==> config.mk <==
export PLATFORM = sky130hd
export DESIGN_NAME = pwm_fifo_gen
export DESIGN_NICKNAME = d
export VERILOG_FILES = /design/src/rtl/pwm_fifo_pkg.sv /design/src/rtl/pwm_sample_fifo.sv /design/src/rtl/pwm_wave_engine.sv /design/src/rtl/pwm_fifo_gen.sv
export SDC_FILE = /design/constraint.sdc
export NUM_CORES = 1
export LEC_CHECK = 0
export ABC_AREA = 1
export ABC_CLOCK_PERIOD_IN_PS = 4800
export CORE_MARGIN = 10
export CORE_UTILIZATION = 60
export DETAILED_ROUTE_END_ITERATION = 6
export DONT_BUFFER_PORTS = 1
export PLACE_DENSITY = 0.75
export SLEW_MARGIN = 20
export SYNTH_ARGS = -nofsm -noshare
export SYNTH_HDL_FRONTEND = slang
export SYNTH_SLANG_ARGS = --single-unit
==> constraint.sdc <==
create_clock -name clk -period 4.8 [get_ports clk]
set_input_delay 0.72 -clock clk [delete_from_list [all_inputs] [get_ports clk]]
set_output_delay 0.72 -clock clk [all_outputs]
set_load 0.05 [all_outputs]
==> src/rtl/pwm_fifo_pkg.sv <==
package pwm_fifo_pkg;

    // control word field positions
    localparam int CTL_EN      = 0;
    localparam int CTL_REP_LO  = 1;
    localparam int CTL_SWR     = 3;
    localparam int CTL_PRE_LO  = 4;
    localparam int CTL_PRE_W   = 12;
    localparam int CTL_MODE_LO = 18;
    localparam int CTL_W       = 32;

    // status word flag positions
    localparam int STS_STARVE = 3;
    localparam int STS_ROV    = 4;
    localparam int STS_CMP    = 5;
    localparam int STS_WERR   = 6;

    typedef enum logic [1:0] {
        ADR_CTRL   = 2'd0,
        ADR_STAT   = 2'd1,
        ADR_SAMPLE = 2'd2,
        ADR_PERIOD = 2'd3
    } reg_addr_e;

    typedef enum logic [1:0] {
        ST_OFF   = 2'd0,
        ST_RUN   = 2'd1,
        ST_SWRST = 2'd2
    } run_state_e;

    typedef enum logic [1:0] {
        OUT_SET_CLR = 2'd0,
        OUT_CLR_SET = 2'd1,
        OUT_HELD    = 2'd2,
        OUT_HELD_B  = 2'd3
    } out_mode_e;

endpackage

==> src/rtl/pwm_sample_fifo.sv <==
module pwm_sample_fifo #(
    parameter int W     = 16,
    parameter int DEPTH = 4
) (
    input  logic                       clk,
    input  logic                       rst_n,
    input  logic                       flush,
    input  logic                       push,
    input  logic [W-1:0]               din,
    input  logic                       pop,
    output logic [W-1:0]               dout,
    output logic [$clog2(DEPTH+1)-1:0] level,
    output logic                       full,
    output logic                       empty
);
    localparam int AW = (DEPTH > 1) ? $clog2(DEPTH) : 1;
    localparam int LW = $clog2(DEPTH + 1);

    logic [W-1:0]  mem [DEPTH];
    logic [AW-1:0] rd_ptr, wr_ptr;
    logic          do_push, do_pop;

    function automatic logic [AW-1:0] ptr_next(input logic [AW-1:0] p);
        return (p == AW'(DEPTH - 1)) ? '0 : p + AW'(1);
    endfunction

    assign full    = (level == LW'(DEPTH));
    assign empty   = (level == '0);
    assign do_push = push && !full;
    assign do_pop  = pop && !empty;
    assign dout    = mem[rd_ptr];

    always_ff @(posedge clk) begin
        if (do_push) mem[wr_ptr] <= din;
    end

    always_ff @(posedge clk or negedge rst_n) begin
        if (!rst_n) begin
            rd_ptr <= '0;
            wr_ptr <= '0;
            level  <= '0;
        end else if (flush) begin
            rd_ptr <= '0;
            wr_ptr <= '0;
            level  <= '0;
        end else begin
            if (do_push) wr_ptr <= ptr_next(wr_ptr);
            if (do_pop)  rd_ptr <= ptr_next(rd_ptr);
            case ({do_push, do_pop})
                2'b10:   level <= level + LW'(1);
                2'b01:   level <= level - LW'(1);
                default: level <= level;
            endcase
        end
    end
endmodule

==> src/rtl/pwm_wave_engine.sv <==
module pwm_wave_engine #(
    parameter int PER_W = 16,
    parameter int PRE_W = 12
) (
    input  logic             clk,
    input  logic             rst_n,
    input  logic             run,
    input  logic             start,
    input  logic             clr,
    input  logic [PER_W-1:0] per_cfg,
    input  logic [PRE_W-1:0] pre_cfg,
    input  logic [1:0]       rep_sel,
    input  logic             fifo_empty,
    input  logic [PER_W-1:0] fifo_data,
    output logic             pop,
    output logic             wrap_ev,
    output logic             cmp_ev,
    output logic             starve_ev,
    output logic             raw_hi,
    output logic [PER_W-1:0] duty_q
);
    localparam int CNT_W = PER_W + 1;
    localparam logic [PER_W-1:0] PER_CAP = {{(PER_W-1){1'b1}}, 1'b0};

    logic [CNT_W-1:0] cnt_q, cnt_lim;
    logic [PER_W-1:0] per_sh, per_eff;
    logic [PRE_W-1:0] pre_sh, pdiv_q;
    logic [2:0]       rep_q, rep_lim;
    logic             tick, rep_done, need;

    always_comb begin
        per_eff   = (per_sh > PER_CAP) ? PER_CAP : per_sh;
        cnt_lim   = CNT_W'(per_eff) + CNT_W'(1);
        tick      = run && (pdiv_q == pre_sh);
        wrap_ev   = tick && (cnt_q == cnt_lim);
        rep_lim   = 3'((4'd1 << rep_sel) - 4'd1);
        rep_done  = (rep_q == rep_lim);
        need      = start || (wrap_ev && rep_done);
        pop       = need && !fifo_empty;
        starve_ev = need && fifo_empty;
        cmp_ev    = tick && (cnt_q == CNT_W'(duty_q));
        raw_hi    = cnt_q < CNT_W'(duty_q);
    end

    always_ff @(posedge clk or negedge rst_n) begin
        if (!rst_n) begin
            cnt_q  <= '0;
            pdiv_q <= '0;
            per_sh <= '0;
            pre_sh <= '0;
            rep_q  <= '0;
            duty_q <= '0;
        end else begin
            if (start) begin
                cnt_q  <= '0;
                pdiv_q <= '0;
                per_sh <= per_cfg;
                pre_sh <= pre_cfg;
                rep_q  <= '0;
            end else if (run) begin
                if (tick) begin
                    pdiv_q <= '0;
                    if (wrap_ev) begin
                        cnt_q  <= '0;
                        per_sh <= per_cfg;
                        pre_sh <= pre_cfg;
                        rep_q  <= rep_done ? 3'd0 : rep_q + 3'd1;
                    end else begin
                        cnt_q <= cnt_q + CNT_W'(1);
                    end
                end else begin
                    pdiv_q <= pdiv_q + PRE_W'(1);
                end
            end
            if (clr)      duty_q <= '0;
            else if (pop) duty_q <= fifo_data;
        end
    end
endmodule

==> src/rtl/pwm_fifo_gen.sv <==
module pwm_fifo_gen
    import pwm_fifo_pkg::*;
#(
    parameter int PER_W      = 16,
    parameter int FIFO_DEPTH = 4,
    parameter int RST_CYCLES = 4
) (
    input  logic        clk,
    input  logic        rst_n,
    input  logic        bus_wr,
    input  logic [1:0]  bus_addr,
    input  logic [31:0] bus_wdata,
    output logic [31:0] bus_rdata,
    output logic        pwm_out
);
    localparam int LVL_W = $clog2(FIFO_DEPTH + 1);
    localparam int RC_W  = $clog2(RST_CYCLES + 1);

    run_state_e        st_q, st_d;
    reg_addr_e         adr;
    logic [CTL_W-1:0]  ctrl_q;
    logic [PER_W-1:0]  per_q;
    logic [RC_W-1:0]   rst_cnt_q;
    logic              werr_q, cmp_q, rov_q, starve_q;
    logic              wr_ctrl, wr_stat, wr_sample, wr_period, swr_req;
    logic              run, start, flush, busy;
    logic              ctrl_en;
    logic [1:0]        out_mode;
    logic [LVL_W-1:0]  fifo_level;
    logic              fifo_full, fifo_empty;
    logic [PER_W-1:0]  fifo_dout, duty;
    logic              eng_pop, eng_wrap, eng_cmp, eng_starve, raw_hi;

    assign adr       = reg_addr_e'(bus_addr);
    assign ctrl_en   = ctrl_q[CTL_EN];
    assign out_mode  = ctrl_q[CTL_MODE_LO +: 2];
    assign wr_ctrl   = bus_wr && (adr == ADR_CTRL)   && (st_q != ST_SWRST);
    assign wr_stat   = bus_wr && (adr == ADR_STAT)   && (st_q != ST_SWRST);
    assign wr_sample = bus_wr && (adr == ADR_SAMPLE) && (st_q != ST_SWRST);
    assign wr_period = bus_wr && (adr == ADR_PERIOD) && (st_q != ST_SWRST);
    assign swr_req   = wr_ctrl && bus_wdata[CTL_SWR];

    // state register
    always_ff @(posedge clk or negedge rst_n) begin
        if (!rst_n) st_q <= ST_OFF;
        else        st_q <= st_d;
    end

    // next state
    always_comb begin
        st_d = st_q;
        unique case (st_q)
            ST_OFF:   if (swr_req) st_d = ST_SWRST;
                      else if (ctrl_en) st_d = ST_RUN;
            ST_RUN:   if (swr_req) st_d = ST_SWRST;
                      else if (!ctrl_en) st_d = ST_OFF;
            ST_SWRST: if (rst_cnt_q == RC_W'(RST_CYCLES - 1)) st_d = ST_OFF;
            default:  st_d = ST_OFF;
        endcase
    end

    // state outputs
    always_comb begin
        run   = (st_q == ST_RUN);
        busy  = (st_q == ST_SWRST);
        start = (st_q == ST_OFF) && (st_d == ST_RUN);
        flush = busy || swr_req;
        if (!run || !ctrl_en) begin
            pwm_out = 1'b0;
        end else begin
            unique case (out_mode_e'(out_mode))
                OUT_SET_CLR: pwm_out = raw_hi;
                OUT_CLR_SET: pwm_out = !raw_hi;
                default:     pwm_out = 1'b0;
            endcase
        end
    end

    always_ff @(posedge clk or negedge rst_n) begin
        if (!rst_n)              rst_cnt_q <= '0;
        else if (st_q != ST_SWRST) rst_cnt_q <= '0;
        else                     rst_cnt_q <= rst_cnt_q + RC_W'(1);
    end

    always_ff @(posedge clk or negedge rst_n) begin
        if (!rst_n) begin
            ctrl_q   <= '0;
            per_q    <= '0;
            werr_q   <= 1'b0;
            cmp_q    <= 1'b0;
            rov_q    <= 1'b0;
            starve_q <= 1'b0;
        end else if (swr_req) begin
            ctrl_q   <= '0;
            per_q    <= '0;
            werr_q   <= 1'b0;
            cmp_q    <= 1'b0;
            rov_q    <= 1'b0;
            starve_q <= 1'b0;
        end else begin
            if (wr_ctrl)   ctrl_q <= bus_wdata;
            if (wr_period) per_q  <= bus_wdata[PER_W-1:0];
            werr_q   <= (wr_sample && fifo_full) || (werr_q   && !(wr_stat && bus_wdata[STS_WERR]));
            cmp_q    <= eng_cmp                  || (cmp_q    && !(wr_stat && bus_wdata[STS_CMP]));
            rov_q    <= eng_wrap                 || (rov_q    && !(wr_stat && bus_wdata[STS_ROV]));
            starve_q <= eng_starve               || (starve_q && !(wr_stat && bus_wdata[STS_STARVE]));
        end
    end

    always_comb begin
        bus_rdata = '0;
        unique case (adr)
            ADR_CTRL: begin
                bus_rdata          = ctrl_q;
                bus_rdata[CTL_SWR] = busy;
            end
            ADR_STAT: begin
                bus_rdata[LVL_W-1:0]  = fifo_level;
                bus_rdata[STS_STARVE] = starve_q;
                bus_rdata[STS_ROV]    = rov_q;
                bus_rdata[STS_CMP]    = cmp_q;
                bus_rdata[STS_WERR]   = werr_q;
            end
            ADR_SAMPLE: if (run && ctrl_en) bus_rdata[PER_W-1:0] = duty;
            ADR_PERIOD: bus_rdata[PER_W-1:0] = per_q;
            default:    bus_rdata = '0;
        endcase
    end

    pwm_sample_fifo #(.W(PER_W), .DEPTH(FIFO_DEPTH)) u_fifo (
        .clk   (clk),
        .rst_n (rst_n),
        .flush (flush),
        .push  (wr_sample && !fifo_full),
        .din   (bus_wdata[PER_W-1:0]),
        .pop   (eng_pop),
        .dout  (fifo_dout),
        .level (fifo_level),
        .full  (fifo_full),
        .empty (fifo_empty)
    );

    pwm_wave_engine #(.PER_W(PER_W), .PRE_W(CTL_PRE_W)) u_eng (
        .clk        (clk),
        .rst_n      (rst_n),
        .run        (run),
        .start      (start),
        .clr        (flush),
        .per_cfg    (per_q),
        .pre_cfg    (ctrl_q[CTL_PRE_LO +: CTL_PRE_W]),
        .rep_sel    (ctrl_q[CTL_REP_LO +: 2]),
        .fifo_empty (fifo_empty),
        .fifo_data  (fifo_dout),
        .pop        (eng_pop),
        .wrap_ev    (eng_wrap),
        .cmp_ev     (eng_cmp),
        .starve_ev  (eng_starve),
        .raw_hi     (raw_hi),
        .duty_q     (duty)
    );
endmodule

Yosys cells after proc, flatten, opt, wreduce, memory -nomap -nowiden

Memories as Yosys holds them, arrays and structs flattened.
Cells that the tools add are included.

Memories: 1
Bits in writable memories: 64
Word-level logic and storage cells: 163
Register bits after elaboration: 140
Bits of input ports: 37

Memory list:

| memory     | words | bits a word | read ports | clocked after Yosys merged registers in | wr ports | RTL line              | text |
|---|---|---|---|---|---|---|---|
| u_fifo.mem | 4     | 16          | 1          | 0                                       | 1        | pwm_sample_fifo.sv:19 | `logic [W-1:0] mem [DEPTH];` |

Eq/ne operators: 18
Reduce and logical (&&, ||, !) cells: 60
Shifts and indexed selects: 1
Muxes and demuxes: 54
Add/subtract/negate cells: 10
Order comparisons: 2

Operator list:

| kind                                                            | number |
|---|---|
| 16-bit 2-to-1 mux                                               | 11 |
| 12-bit 2-to-1 mux                                               | 7 |
| 17-bit 2-to-1 mux                                               | 4 |
| 32-bit 2-to-1 mux                                               | 2 |
| 1-bit logical AND                                               | 29 |
| 7-bit case mux with 4 select lines                              | 1 |
| 9-bit case mux with 3 select lines                              | 1 |
| 2-bit 2-to-1 mux                                                | 11 |
| 3-bit 2-to-1 mux                                                | 7 |
| 16-bit by 1-bit adder with 17-bit output, second input constant | 1 |
| 17-bit by 1-bit adder with 17-bit output, second input constant | 1 |
| 17-bit by 16-bit == test with 1-bit output                      | 1 |
| 17-bit == test                                                  | 1 |
| 17-bit by 16-bit < comparator with 1-bit output                 | 1 |
| 16-bit greater-than comparator, second input constant           | 1 |
| 2-bit nonzero test                                              | 8 |
| 12-bit by 1-bit adder with 12-bit output, second input constant | 1 |
| 12-bit == test                                                  | 1 |
| 2-bit == test, second input constant                            | 6 |
| 2-bit by 1-bit == test with 1-bit output, second input constant | 5 |
| 3-bit by 1-bit adder with 3-bit output, second input constant   | 3 |
| 1-bit zero test                                                 | 9 |
| 1-bit logical OR                                                | 7 |
| 1-bit 2-to-1 mux                                                | 7 |
| 15 further kinds                                                | 19 |

Depth between registers and ports, before layout

Word-level depth: 14
Depth in mapped cells: 30
Depth with buffers taken out: 29

Cells and area by module

A second synthesis with hierarchy kept.

Cells, all modules: 1206
Area total of the unflattened synthesis: 10562.6 µm²

By module, submodules not included:

| module          | sequential area each (µm²) | times used | area an instance (µm²) | cells an instance |
|---|---|---|---|---|
| pwm_wave_engine | 1901.8                     | 1          | 4830.9                 | 636 |
| pwm_sample_fifo | 2097.0                     | 1          | 2896.5                 | 222 |
| pwm_fifo_gen    | 1401.3                     | 1          | 2835.2                 | 348 |

Worst setup path after synthesis

OpenSTA, ideal clock, no wires.

Path type: register to register
Start: register u_eng.per_sh[4]
End: register u_fifo.level[2]
Required time: 4.684 ns
Cell stages (with the launch flop): 30
Slack: 1.609 ns
Path buffers: 1
Library setup time: 0.116 ns
Arrival: 3.074 ns
Cells stage by stage: dfrtp_1 > buf_4 > nand2_2 > nor2_4 > nand2_2 > nor2_2 > nor2_1 > ha_1 > inv_1 > nor2_4 > nand2_1 > nor2_2 > inv_1 > nand2_1 > nand2_1 > o21ai_1 > inv_1 > nand3_1 > nor2_1 > nand3_2 > nand2_4 > nand3_4 > nor2_1 > fa_1 > xnor2_1 > inv_1 > nand2_1 > nand2_1 > nand2_1 > nand2_1

Cells in the longest elaborated chain, start to end: 12
Elaborated cells on any way between the ends: 14
Classes of those cells: add/sub: 1; order compare: 1; eq/ne: 3; mux: 3; reduce/logical: 6

RTL lines:

| what                                                                             | RTL line              | text |
|---|---|---|
| start: declaration                                                               | pwm_wave_engine.sv:26 | `logic [PER_W-1:0] per_sh, per_eff;` |
| start signal: assignment                                                         | pwm_wave_engine.sv:57 | `per_sh <= per_cfg;` |
| start signal: assignment                                                         | pwm_wave_engine.sv:65 | `per_sh <= per_cfg;` |
| 16-bit greater-than comparator                                                   | pwm_wave_engine.sv:32 | `per_eff = (per_sh > PER_CAP) ? PER_CAP : per_sh;` |
| 16-bit 2-to-1 mux (*)                                                            | pwm_wave_engine.sv:32 |  |
| 16-bit by 1-bit adder with 17-bit output (*)                                     | pwm_wave_engine.sv:33 | `cnt_lim = CNT_W'(per_eff) + CNT_W'(1);` |
| 17-bit == test (*)                                                               | pwm_wave_engine.sv:35 | `wrap_ev = tick && (cnt_q == cnt_lim);` |
| 1-bit logical AND (*)                                                            | pwm_wave_engine.sv:35 |  |
| 1-bit logical AND (*)                                                            | pwm_wave_engine.sv:38 | `need = start \|\| (wrap_ev && rep_done);` |
| 1-bit logical OR (*)                                                             | pwm_wave_engine.sv:38 |  |
| 1-bit logical AND (*)                                                            | pwm_wave_engine.sv:39 | `pop = need && !fifo_empty;` |
| 1-bit logical AND (*)                                                            | pwm_sample_fifo.sv:30 | `assign do_pop = pop && !empty;` |
| 2-bit by 1-bit == test with 1-bit output / 2-bit == test (equally long branches) | pwm_sample_fifo.sv:49 | `case ({do_push, do_pop})` |
| 3-bit case mux with 2 select lines                                               | pwm_sample_fifo.sv:49 |  |
| 3-bit 2-to-1 mux                                                                 | pwm_sample_fifo.sv:42 | `end else if (flush) begin` |
| end signal: assignment                                                           | pwm_sample_fifo.sv:50 | `2'b10: level <= level + LW'(1);` |
| end signal: assignment                                                           | pwm_sample_fifo.sv:51 | `2'b01: level <= level - LW'(1);` |
| end signal: assignment                                                           | pwm_sample_fifo.sv:52 | `default: level <= level;` |
| end: declaration                                                                 | pwm_sample_fifo.sv:12 | `output logic [$clog2(DEPTH+1)-1:0] level,` |

Mark *: on every way between the ends. The rest lies on a longest branch, timed or not.
A chain may end at the register's enable or synchronous reset.

Worst setup path after layout

Start: register u_eng.duty_q[14]
End: output pwm_out

Cells in the longest elaborated chain, start to end: 4

RTL lines:

| what                                                | RTL line              | text |
|---|---|---|
| start: declaration                                  | pwm_wave_engine.sv:20 | `output logic [PER_W-1:0] duty_q` |
| start signal: assignment                            | pwm_wave_engine.sv:76 | `else if (pop) duty_q <= fifo_data;` |
| 17-bit by 16-bit < comparator with 1-bit output (*) | pwm_wave_engine.sv:42 | `raw_hi = cnt_q < CNT_W'(duty_q);` |
| 1-bit zero test                                     | pwm_fifo_gen.sv:73    | `OUT_CLR_SET: pwm_out = !raw_hi;` |
| 1-bit case mux with 2 select lines (*)              | pwm_fifo_gen.sv:71    | `unique case (out_mode_e'(out_mode))` |
| 1-bit 2-to-1 mux (*)                                | pwm_fifo_gen.sv:68    | `if (!run \|\| !ctrl_en) begin` |
| end: declaration                                    | pwm_fifo_gen.sv:14    | `output logic pwm_out` |

Marks and branches as above.

==> run_results.csv <==
group,metric,value,unit
power_and_ir_drop,power.total,5.98,mW
yosys,synth_top_area_cell,"dfrtp_1",
timing,setup_viol,0,
timing,finalCritPeriodShare,0.788,
yosys,async_flop_share,0.685,
clock_network,htree_levels,1,
routing,avgRoutedWirePerCell,18.7,µm
timing,post-route-min-period,3.78,ns
clock_network,max-clock-path-buffers,3,
timing,finalHoldViolCount,0,
hold_path,hp-class,"in2async",
critical_path,cp.required,4.08,ns
layout,drive_above_1_share,0.0892,
yosys,ys_types,51,
critical_path,crit_family,"simple AND/OR/NAND/NOR gates",
die,dieArea,22900,µm²
place,gp_congestion,0.923,
place,place_hpwl,19.3,mm
routing,drc_errors,0,
yosys,syn_area_per_cell,8.69,µm²
critical_path,worstSetupPathType,"reg2out",
clock_network,cts_tree,"built",
grt,grt_usage,0.235,
routing,dr_wl_met3,1.71,mm
yosys,ys_seq_area_frac,0.522,
place,numPortBuffers,0,
timing,worst_clock_skew,0.0128,ns
grt,antenna_found_initial,0,
clock_network,clk_pin_slew_worst_paths,0.06,ns
yosys,synth.area.top_cells,"dfrtp_1 (34%), edfxtp_1 (19%), nand2_1 (7.7%), inv_1 (6.5%), o21ai_0 (6.1%)",
die,die_y,151,µm
yosys,yosys_most_used_dff,"dfrtp_1",
clock_network,cts_buffers,22,
clock_network,clk_latency,0.50,ns
grt,grt_pass1_vias,7774,
die,rows,47,
job,cap_viol_max_count,0,
die,io_pins,70,
routing,drtIter0Drc,831,
die,start_util,0.618,
layout,nNetsFinal,1262,
timing,fmax,265,MHz
layout,n_fill_cell,1369,
layout,area_growth_syn_to_layout,9.69,%
power_and_ir_drop,power.density,526,nW/µm²
critical_path,critPathBufInv,3,
critical_path,end_kind,"output port",
die,fp.dieW,151,µm
routing,wirelength,26.7,mm
outcome,status,"finished clean",
yosys,syn_nets,1256,
die,core,16800,µm²
yosys,synth_cells,1191,
routing,vias,8169,
critical_path,path_cells,"inv_1, ha_1, inv_1, nor4_1, nor3b_1, nand3_1, o211ai_1, o211ai_1, a21oi_1, buf_4",
timing,rsz0062_at_grt,"false",
yosys,synth_top_area_frac,0.336,
grt,grt_pass1_wl,42.5,mm
grt,grt_max_degree,140,
timing,worst_pin_slew,0.959,ns
critical_path,critPathMaxStageDelay,0.41,ns
timing,drv_slew,0,
yosys,yosysWarnings,0,
critical_path,path_max_fanout,2,
power_and_ir_drop,p_leak,5.06,nW
routing,dr_wl_met2,12.6,mm
routing,maxUsedRoutingLayer,"met4",
critical_path,crit_slowest_cell,"dfrtp_1",
routing,antenna_left,0,
layout,antenna_cells,0,
yosys,netlist_area,10400,µm²
yosys,synth-edff-count,64,
timing,relSlewSlack,0.358,
yosys,ys_ff_latch,203,
critical_path,start_kind,"flop",
routing,viasPerCell,5.71,
clock_network,cts.sinks,203,
clock_network,clockRootBuffer,"clkbuf_16",
power_and_ir_drop,vdd_ir_drop_max,0.387,mV
critical_path,cp_data_arrival_time,3.06,ns
routing,drt-met1-wl,11.5,mm
grt,globalRoute.totalOverflow,0,
routing,firstDrtPassIters,5,
timing,timing.setup.tns,0,ns
-- worst paths after layout --
kind	startpoint	end	slack (ns)	cells after the start
setup / recovery	u_eng.duty_q[14]	pwm_out	1.02	10
hold / removal	rst_n	u_eng.per_sh[12]	0.12	1
setup reg to reg	u_eng.per_sh[4]	u_fifo.level[2]	1.07	29
hold reg to reg	rst_cnt_q[0]	rst_cnt_q[0]	0.44	1
max in group asynchronous	rst_n	u_fifo.wr_ptr[0]	4.00	1
min in group clk	bus_wdata[4]	u_fifo.mem[1][4]	0.31	0
-- registers in the layout (all words and copies together), names as in the netlist --
| name | flops |
|---|---|
| u_fifo.mem | 64 |
| ctrl_q | 31 |
| u_eng.cnt_q | 17 |
| per_q | 16 |
| u_eng.duty_q | 16 |
| u_eng.per_sh | 16 |
| u_eng.pdiv_q | 12 |
| u_eng.pre_sh | 12 |
| rst_cnt_q | 3 |
| u_eng.rep_q | 3 |
| u_fifo.level | 3 |
| st_q | 2 |
| u_fifo.rd_ptr | 2 |
| u_fifo.wr_ptr | 2 |
| cmp_q | 1 |
| rov_q | 1 |
| starve_q | 1 |
| werr_q | 1 |
-- power breakdown --
group / switching [mW] / internal [mW]
clock network: 0.670 / 1.04
logic: 1.29 / 0.563
registers: 0.279 / 2.14
-- timing repair --
item / CTS / global route
hold buffers: 1 / 0
gates resized for setup: 0 / 0
buffers inserted: 0 / 0
endpoints found under the hold margin: 139 / 0
-- logic make-up after synthesis --
kind of cell    after synthesis  share of synthesized area
flops                       203                      0.522
mux                           3                    0.00326
xor+xnor                     19                     0.0174
buf+inv                     222                     0.0845
compound gates              222                      0.121
fa+ha+maj                    28                     0.0346
simple gates                494                      0.217
-- metal layers --
layer,up-vias,track usage
li1,3935,-
met1,3894,0.322
met2,283,0.376
met3,57,0.0358
met4,0,0.0780
met5,-,0
-- placed cells by master (no fill, tap or decap), types with 3 or more instances in the layout --
master and instances:
a21oi_1 35, buf_4 19, clkbuf_1 4, clkbuf_16 23, clkbuf_8 4, clkinv_1 5, dfrtp_1 139, edfxtp_1 64
ha_1 27, inv_1 180, mux2_2 3, nand2_1 212, nand2_2 17, nand2_4 3, nand3_1 60, nand4_1 17
nor2_1 130, nor2_2 6, nor2_4 5, nor3_1 22, nor4_1 8, o211ai_1 3, o21ai_0 127, o21ai_1 4
o21ai_2 10, o221ai_1 8, o22ai_1 26, xnor2_1 5, xor2_1 13
-- Yosys cell counts (7+ instances only) --
cell	instances
nand2_1	212
inv_1	180
dfrtp_1	139
nor2_1	130
o21ai_0	127
edfxtp_1	64
nand3_1	60
a21oi_1	35
ha_1	27
o22ai_1	26
clkbuf_1	24
nor3_1	22
nand2_2	17
nand4_1	17
xor2_1	13
o21ai_2	10
o221ai_1	9
buf_2	8
nor4_1	8
nor2_2	7
-- metrics by stage --
| stage | utilization | hold slack (ns) | std cells | cell area (µm²) | worst slack, ns |
|---|---|---|---|---|---|
| floorplan | - | 0.410 | 1191 | 10400 | 1.61 |
| global placement | 0.632 | 0.427 | 1392 | 10600 | 1.20 |
| detailed placement | 0.632 | 0.431 | 1392 | 10600 | 1.09 |
| CTS | 0.678 | 0.238 | 1431 | 11400 | 1.06 |
| global route | 0.678 | 0.236 | 1431 | 11400 | 0.665 |
| finish | 0.678 | 0.124 | 1431 | 11400 | 1.02 |
-- layout make-up --
type	instances	area, µm²	area share
Clock buffer	31	646	0.0568
Clock inverter	7	85.1	0.00749
Inverter	184	691	0.0608
Multi-Input combinational cell	766	4090	0.360
Sequential cell	203	5400	0.475
Tap cell	220	275	0.0242
Timing Repair Buffer	20	170	0.0150
Note: power is estimated with default switching activity, not from simulation.
